**src/rtl/tmo_pkg.sv**
```systemverilog
package tmo_pkg;

  typedef enum logic [1:0] {
    LINK_OFF = 2'd0,
    LINK_RX  = 2'd1,
    LINK_TX  = 2'd2
  } link_mode_e;

  function automatic int unsigned max_of(input int unsigned a, input int unsigned b);
    return (a > b) ? a : b;
  endfunction

endpackage

```
**src/rtl/tmo_sync.sv**
```systemverilog
module tmo_sync #(
  parameter int unsigned STAGES    = 2,
  parameter logic        RESET_VAL = 1'b1
) (
  input  logic clk,
  input  logic rst_n,
  input  logic d,
  output logic q
);

  logic [STAGES-1:0] chain_q;

  generate
    for (genvar i = 0; i < STAGES; i++) begin : g_stage
      always_ff @(posedge clk or negedge rst_n) begin
        if (!rst_n) begin
          chain_q[i] <= RESET_VAL;
        end else begin
          chain_q[i] <= (i == 0) ? d : chain_q[(i == 0) ? 0 : i-1];
        end
      end
    end
  endgenerate

  assign q = chain_q[STAGES-1];

endmodule

```
**src/rtl/tmo_run_timer.sv**
```systemverilog
module tmo_run_timer #(
  parameter int unsigned NORMAL_LIMIT = 33177600,
  parameter int unsigned FAST_LIMIT   = 16368
) (
  input  logic clk,
  input  logic rst_n,
  input  logic active,
  input  logic fast_sel,
  input  logic bypass,
  output logic fire
);

  localparam int unsigned CW = $clog2(tmo_pkg::max_of(NORMAL_LIMIT, FAST_LIMIT) + 1);
  localparam logic [CW-1:0] NORMAL_LAST = CW'(NORMAL_LIMIT - 1);
  localparam logic [CW-1:0] FAST_LAST   = CW'(FAST_LIMIT - 1);

  logic [CW-1:0] run_q;
  logic [CW-1:0] last_cnt;

  assign last_cnt = fast_sel ? FAST_LAST : NORMAL_LAST;
  assign fire     = active && !bypass && (run_q >= last_cnt);

  always_ff @(posedge clk or negedge rst_n) begin
    if (!rst_n) begin
      run_q <= '0;
    end else if (active && !bypass && !fire) begin
      run_q <= run_q + 1'b1;
    end else begin
      run_q <= '0;
    end
  end

endmodule

```
**src/rtl/tmo_release_qual.sv**
```systemverilog
module tmo_release_qual #(
  parameter int unsigned RELEASE_CYCLES = 23
) (
  input  logic clk,
  input  logic rst_n,
  input  logic level_hi,
  output logic qualified
);

  localparam int unsigned RW = $clog2(RELEASE_CYCLES + 1);
  localparam logic [RW-1:0] SAT  = RW'(RELEASE_CYCLES);
  localparam logic [RW-1:0] LAST = RW'(RELEASE_CYCLES - 1);

  logic [RW-1:0] hold_q;

  assign qualified = level_hi && (hold_q >= LAST);

  always_ff @(posedge clk or negedge rst_n) begin
    if (!rst_n) begin
      hold_q <= '0;
    end else if (!level_hi) begin
      hold_q <= '0;
    end else if (hold_q != SAT) begin
      hold_q <= hold_q + 1'b1;
    end
  end

endmodule

```
**src/rtl/tmo_ctrl.sv**
```systemverilog
module tmo_ctrl #(
  parameter int unsigned NORMAL_LIMIT   = 33177600,
  parameter int unsigned FAST_LIMIT     = 16368,
  parameter int unsigned RELEASE_CYCLES = 23,
  parameter int unsigned SYNC_STAGES    = 2
) (
  input  logic clk,
  input  logic rst_n,
  input  logic mode_req,
  input  logic fast_test,
  input  logic no_timeout,
  output logic tx_en,
  output logic rx_en,
  output logic tmo_pulse
);

  import tmo_pkg::*;

  logic       req_rx_s;
  logic       lock_q;
  logic       pulse_q;
  logic       tx_active;
  logic       fire;
  logic       rearm_ok;
  link_mode_e link_mode;

  tmo_sync #(.STAGES(SYNC_STAGES), .RESET_VAL(1'b1)) u_sync (
    .clk   (clk),
    .rst_n (rst_n),
    .d     (mode_req),
    .q     (req_rx_s)
  );

  assign tx_active = !req_rx_s && !lock_q;

  tmo_run_timer #(.NORMAL_LIMIT(NORMAL_LIMIT), .FAST_LIMIT(FAST_LIMIT)) u_timer (
    .clk      (clk),
    .rst_n    (rst_n),
    .active   (tx_active),
    .fast_sel (fast_test),
    .bypass   (no_timeout),
    .fire     (fire)
  );

  tmo_release_qual #(.RELEASE_CYCLES(RELEASE_CYCLES)) u_rel (
    .clk       (clk),
    .rst_n     (rst_n),
    .level_hi  (req_rx_s),
    .qualified (rearm_ok)
  );

  always_ff @(posedge clk or negedge rst_n) begin
    if (!rst_n) begin
      lock_q  <= 1'b0;
      pulse_q <= 1'b0;
    end else begin
      pulse_q <= fire;
      if (no_timeout)    lock_q <= 1'b0;
      else if (fire)     lock_q <= 1'b1;
      else if (rearm_ok) lock_q <= 1'b0;
    end
  end

  always_comb begin
    if (!rst_n)         link_mode = LINK_OFF;
    else if (tx_active) link_mode = LINK_TX;
    else                link_mode = LINK_RX;
  end

  assign tx_en     = (link_mode == LINK_TX);
  assign rx_en     = (link_mode == LINK_RX);
  assign tmo_pulse = pulse_q;

endmodule

```
**config.mk**
```make
export PLATFORM = sky130hd
export DESIGN_NAME = tmo_ctrl
export DESIGN_NICKNAME = d
export VERILOG_FILES = /design/src/rtl/tmo_pkg.sv /design/src/rtl/tmo_sync.sv /design/src/rtl/tmo_run_timer.sv /design/src/rtl/tmo_release_qual.sv /design/src/rtl/tmo_ctrl.sv
export SDC_FILE = /design/constraint.sdc
export NUM_CORES = 1
export LEC_CHECK = 0
export ABC_CLOCK_PERIOD_IN_PS = 2800
export BUFFER_PORTS_ARGS = -buffer_cell sky130_fd_sc_hd__clkbuf_2
export CORE_ASPECT_RATIO = 1.25
export CORE_MARGIN = 1
export CORE_UTILIZATION = 45
export CTS_BUF_LIST = sky130_fd_sc_hd__clkbuf_8
export DETAILED_ROUTE_END_ITERATION = 6
export HOLD_SLACK_MARGIN = 0.12
export PLACE_DENSITY_LB_ADDON = 0.2
export REMOVE_ABC_BUFFERS = 1
export SETUP_SLACK_MARGIN = 0.1
export SLEW_MARGIN = 0
export SYNTH_ARGS = -nofsm -noshare
export SYNTH_HDL_FRONTEND = slang
export SYNTH_SLANG_ARGS = --single-unit
```
**constraint.sdc**
```tcl
create_clock -name clk -period 2.8 [get_ports clk]
set_input_delay 0.56 -clock clk [delete_from_list [all_inputs] [get_ports clk]]
set_output_delay 0.56 -clock clk [all_outputs]
set_load 0.03 [all_outputs]
```
==> flow_summary.toml, run 1 <==
[placement]
dp_hpwl_um = 2485
gp_congestion = 0.7310
portBuffers = 7
place_area_um2 = 1928
place_ws_ns = 0.3654

[critical_path]
start_kind = "primary input"
crit_type = "primary input to flop"
cp.arrival_ns = 2.38
required_ns = 3.02
ff2ff_path_depth = 7
critPathMaxFanout = 25
reg2reg_setup_slack_ns = 0.65
rr_startpoint = "u_timer.run_q[19]"
r2r-end = "u_timer.run_q[9]"
startpoint = "fast_test"
endpoint_kind = "flop"

[floorplanning]
die_y_um = 73.48
die_x_um = 59.18
die-area_um2 = 4349
rows = 25
io_pins = 8
core_um2 = 3847
start_util_pct = 47.80

[yosys]
synth.avg_cell_area_um2 = 9.942
synth_top_area_share_pct = 43.54
ys_seq_area_share_pct = 46.39
synthArstFlopShare_pct = 100.0
yosys_warnings = 0
synth_edf_count = 0
synthDistinctLibCells = 35
ys_seq_elements = 34
synthesis.area_um2 = 1839
syn_inst = 185
synth_ff_type = "dfrtp_1"
synth_top_area_cell = "dfrtp_1"
synth.area.top_cells = "dfrtp_1 (44%), xnor2_1 (10%), ha_1 (7.5%)"

[drt]
wl_um = 3418
drtIter0Drc = 43
drc = 0
wl_per_cell_um = 13.51
dr.pass1.iters = 4
avgViaCountPerCell = 5.198
vias = 1315
ant_nets = 0

[finish]
finalInstanceArea_um2 = 2023
layout-drive-gt1-share_pct = 11.06
layout_common_cells = "nor2_1 (32), dfrtp_1 (32), xnor2_1 (21)"
syn_to_final_growth_pct = 10.00
fin_nets = 214
nFillCells = 377
antennaDiodeCount = 0

[global_routing]
grt_max_degree = 26
antenna_found_initial = 0
grtUsageTotal_pct = 18.90
gr-total-overflow = 0
grt_pass1_vias = 1359
grt_pass1_wl_um = 6030

[min_path]
hp-class = "primary input to async pin"

[power_and_ir_drop]
combPwrFrac_pct = 5.5
switchingPower_uw = 223.6
power.internal_uw = 714.2
p_clk_share_pct = 40.6
sequentialPowerShare_pct = 54.0
leakagePower_uw = 0.0008772
ir_drop_v = 0.0002601
power_density_nw_per_um2 = 463.6
switching_share_pct = 23.84

[sta]
fin_crit_ns = 2.162
finalSetupTns_ns = 0
fin_crit_sh_pct = 77.20
tightest_slew_ns = 0.4412
rsz0062_at_grt = "no"
finalSetupViolCount = 0
fin_worst_skew_ns = 0.007991
finalHoldViolations = 0
worst_slack_ns = 0.6385
final_max_slew_viol_count = 0
slew_headroom_pct = 70.59
fmax_mhz = 462.6

[clock_network]
worstSkewPairLatency_ns = 0.29
ctsHoldBuffers = 0
clk_path_buf_depth = 2
post_cts_buffers = 0
numCtsBuffers = 5
cts_sinks = 34
htreeDepth = 2
cts-root-buf = "clkbuf_8"
clk_pin_slew_ns = 0.08
cts_tree = "done"
post_cts_resized = 0

[job]
max_cap_viol_count = 0

[outcome]
outcome = "completed"
cell type report:
class	count	area, µm²	share of cell area (%)
clock inverter	2	12.51	0.6184
inverter	9	33.78	1.670
clock buffer	6	82.58	4.082
tap	54	67.56	3.340
timing repair buffer	9	62.56	3.092
sequential	34	853.3	42.18
multi-input combinational	139	910.9	45.02
cell usage after synthesis (2+ instances only):
cell type,count
nor3_1,7
inv_1,9
nor3b_1,2
a21o_1,2
xor2_1,5
ha_1,11
or3_1,3
o21a_1,2
nand4_1,5
nor4_1,2
nand3_1,8
a21oi_1,3
and3_1,5
and4_1,2
o21ai_0,3
nand2_1,11
xnor2_1,21
nor2_1,32
dfstp_2,2
and2_1,3
dfrtp_1,32
buf_8,2
sequential cells by signal, indices dropped and copies added, names as in the netlist:
signal          cells
u_sync.chain_q      1
lock_q              1
u_timer.run_q      25
u_rel.hold_q        5
u_sync.q            1
tmo_pulse           1
stage by stage:
| stage | hold WS [ns] | std cells | utilization, % | total power (µW) |
|---|---|---|---|---|
| finish | 0.2000 | 253 | 52.59 | 937.9 |
| detailed placement | 0.3513 | 245 | 50.11 | 567.7 |
| global route | 0.2266 | 253 | 52.59 | 978.8 |
| global placement | 0.3473 | 245 | 50.11 | 563.3 |
| CTS | 0.2092 | 253 | 52.59 | 948.5 |
| floorplan | 0.2644 | 182 | - | 538.4 |
cells by family after synthesis:
kind of cell | synth area share [%]
buf+inv | 4.082
xor+xnor | 12.38
fa+ha+maj | 7.483
compound gates | 5.986
simple gates | 23.67
flops | 46.39
routing by layer:
layer	up-vias	GRT usage [%]	routed length [µm]
met5	-	0	0
met4	0	9.524	51
met3	5	5.282	113
met2	15	30.96	1680
met1	637	22.37	1572
li1	658	-	-
power groups by stage:
stage / combinational [µW] / sequential (µW) / clock, µW
final: 51.4 / 506 / 381
after global routing: 58.6 / 507 / 413
after CTS: 52.7 / 506 / 390
after detailed placement: 52.5 / 515 / 0
after global placement: 49.0 / 514 / 0
after floorplan: 25.1 / 513 / 0
critical path: stages:
cell	delay (ns)
clkbuf_2	0.16
ha_1	0.34
and4b_1	0.21
a21oi_1	0.19
o2111ai_1	0.18
or3_1	0.43
buf_12	0.18
nor2_1	0.11
worst max-delay path by stage:
stage,end,slack (ns),cells past startpoint
2_1_floorplan,u_timer.run_q[10],0.62,6
3_3_place_gp,u_timer.run_q[9],0.49,8
3_5_place_dp,u_timer.run_q[8],0.37,8
4_1_cts,u_timer.run_q[13],0.66,8
5_1_grt,u_timer.run_q[13],0.52,7
6_report,u_timer.run_q[9],0.64,8
Note: power is estimated with default switching activity, not from simulation.
==> run 2: changes to the inputs <==
ABC_CLOCK_PERIOD_IN_PS = 1800   (was 2800)
clock period = 1.8 ns   (was 2.8 ns; I/O delays follow)
==> run 2 against run 1 <==
Cell count is 11% higher. Die area stayed put. Critical path depth is 1 lower. First-iteration DRC count is 58% higher. Worst setup slack worse by 0.77 ns. Largest power group is now the clock network. Highest routed layer unchanged. The flow now finishes with violations (negative setup slack).
==> flow_summary.toml, run 2 (synthesis gave the netlist of run 1 again) <==
[sta]
final_max_slew_viol_count = 0
worst_slack_ns = -0.1332
fin_crit_sh_pct = 107.4
fmax_mhz = 517.3
holdWs_ns = 0.1514
fin_worst_skew_ns = 0.007545
slew_headroom_pct = 79.18
finalSetupTns_ns = -3.004
finalHoldViolations = 0
rsz0062_at_grt = "yes"
finalSetupViolCount = 25
fin_crit_ns = 1.933
tightest_slew_ns = 0.3095

[critical_path]
endpoint_kind = "flop"
cp.arrival_ns = 2.16
crit_type = "flop to flop"
critPathMaxFanout = 13
start_kind = "flop"
reg2reg_setup_slack_ns = -0.13
required_ns = 2.02

[clock_network]
clk_path_buf_depth = 2
cts-root-buf = "clkbuf_8"
htreeDepth = 2
worstSkewPairLatency_ns = 0.29
cts_sinks = 34
cts_tree = "done"
numCtsBuffers = 5
clk_pin_slew_ns = 0.07

[drt]
wl_um = 3779
wl_per_cell_um = 13.40
drtIter0Drc = 68
ant_nets = 0
vias = 1437
avgViaCountPerCell = 5.096
dr.pass1.iters = 4
drc = 0

[outcome]
violations = "negative setup slack"
outcome = "finished, violations left"

[floorplanning]
rows = 25
die-area_um2 = 4349
core_um2 = 3847
die_x_um = 59.18
die_y_um = 73.48
start_util_pct = 47.80
io_pins = 8

[placement]
place_area_um2 = 2103
portBuffers = 7
place_ws_ns = -0.3587
gp_congestion = 0.7542
dp_hpwl_um = 2670

[finish]
layout-drive-gt1-share_pct = 29.82
layout_common_cells = "dfrtp_1 (32), buf_4 (28), nor2_1 (22)"
top_register = "u_timer.run_q"
syn_to_final_growth_pct = 29.80
regArea_um2 = 853.3
nFillCells = 341
reg.largest.list = "u_timer.run_q: 25 flops, u_rel.hold_q: 5 flops"
final_common_cell = "dfrtp_1"
multiInputGateArea_um2 = 999.7
antennaDiodeCount = 0
largest_register_ffs = 25
finalInstanceArea_um2 = 2387
fin_nets = 243

[global_routing]
grt_pass1_wl_um = 6072
grtUsageTotal_pct = 18.98
grt_pass1_vias = 1418
antenna_found_initial = 0
grt_max_degree = 23
gr-total-overflow = 0

[power_and_ir_drop]
power_density_nw_per_um2 = 738.1
leakagePower_uw = 0.001052
ir_drop_v = 0.0005070

[min_path]
hp-class = "primary input to flop"

[job]
max_cap_viol_count = 0
==> run 2: through the flow <==
| stage | total power (µW) | instances | util [%] |
|---|---|---|---|
| finish | 1762 | 282 | 62.05 |
| global route | 1812 | 282 | 62.05 |
| CTS | 1774 | 281 | 59.74 |
| detailed placement | 886.3 | 270 | 54.67 |
| global placement | 880.6 | 270 | 54.67 |
| floorplan | 837.5 | 182 | - |
==> run 2: per-layer routing <==
layer / GRT usage [%] / vias up / wire [µm]
met5: 0 / - / 0
met4: 10.58 / 0 / 80
met3: 4.577 / 8 / 87
met2: 31.84 / 12 / 1933
met1: 21.80 / 696 / 1678
li1: - / 721 / -
==> run 2: repair_timing <==
item / 4_1_cts / 5_1_grt
hold buffers: 1 / 0
setup endpoints to repair: 26 / 27
endpoints found under the hold margin: 32 / 0
pin swaps: 3 / 4
resized for setup: 6 / 18
buffers inserted: 2 / 3
==> run 2: path summary, 6_finish.rpt <==
path | start | end | cells past startpoint
worst max-delay path | u_timer.run_q[17] | u_timer.run_q[24] | 7
worst min register to register | u_sync.chain_q[0] | u_sync.q | 0
max in group asynchronous | rst_n | u_sync.q | 3
min in group asynchronous | rst_n | u_timer.run_q[19] | 3
worst min-delay path | mode_req | u_sync.chain_q[0] | 1
worst max register to register | u_timer.run_q[17] | u_timer.run_q[24] | 7
==> run 2: critical path: stages, from the launching register on <==
cell	delay, ns
dfrtp_1	0.38
ha_1	0.27
and4b_1	0.23
nand2_1	0.06
and4bb_2	0.24
or3_4	0.40
buf_12	0.17
nor2_1	0.11
==> run 2: power by group <==
| part | switching, µW | internal, µW | leakage [µW] | total (µW) |
|---|---|---|---|---|
| clock | 282 | 591 | 0.0000714 | 873 |
| sequential | 10.4 | 775 | 0.000465 | 786 |
| combinational | 59.9 | 43.5 | 0.000516 | 103 |
| total | 352 | 1410 | 0.00105 | 1760 |
==> run 2: area by class of cell <==
cell class                 count  share of cell area, %
tap                           54                  2.830
inverter                       9                  1.415
clock buffer                   6                  3.459
sequential                    34                  35.74
multi-input combinational    139                  41.88
clock inverter                 2                  2.516
timing repair buffer          38                  12.16
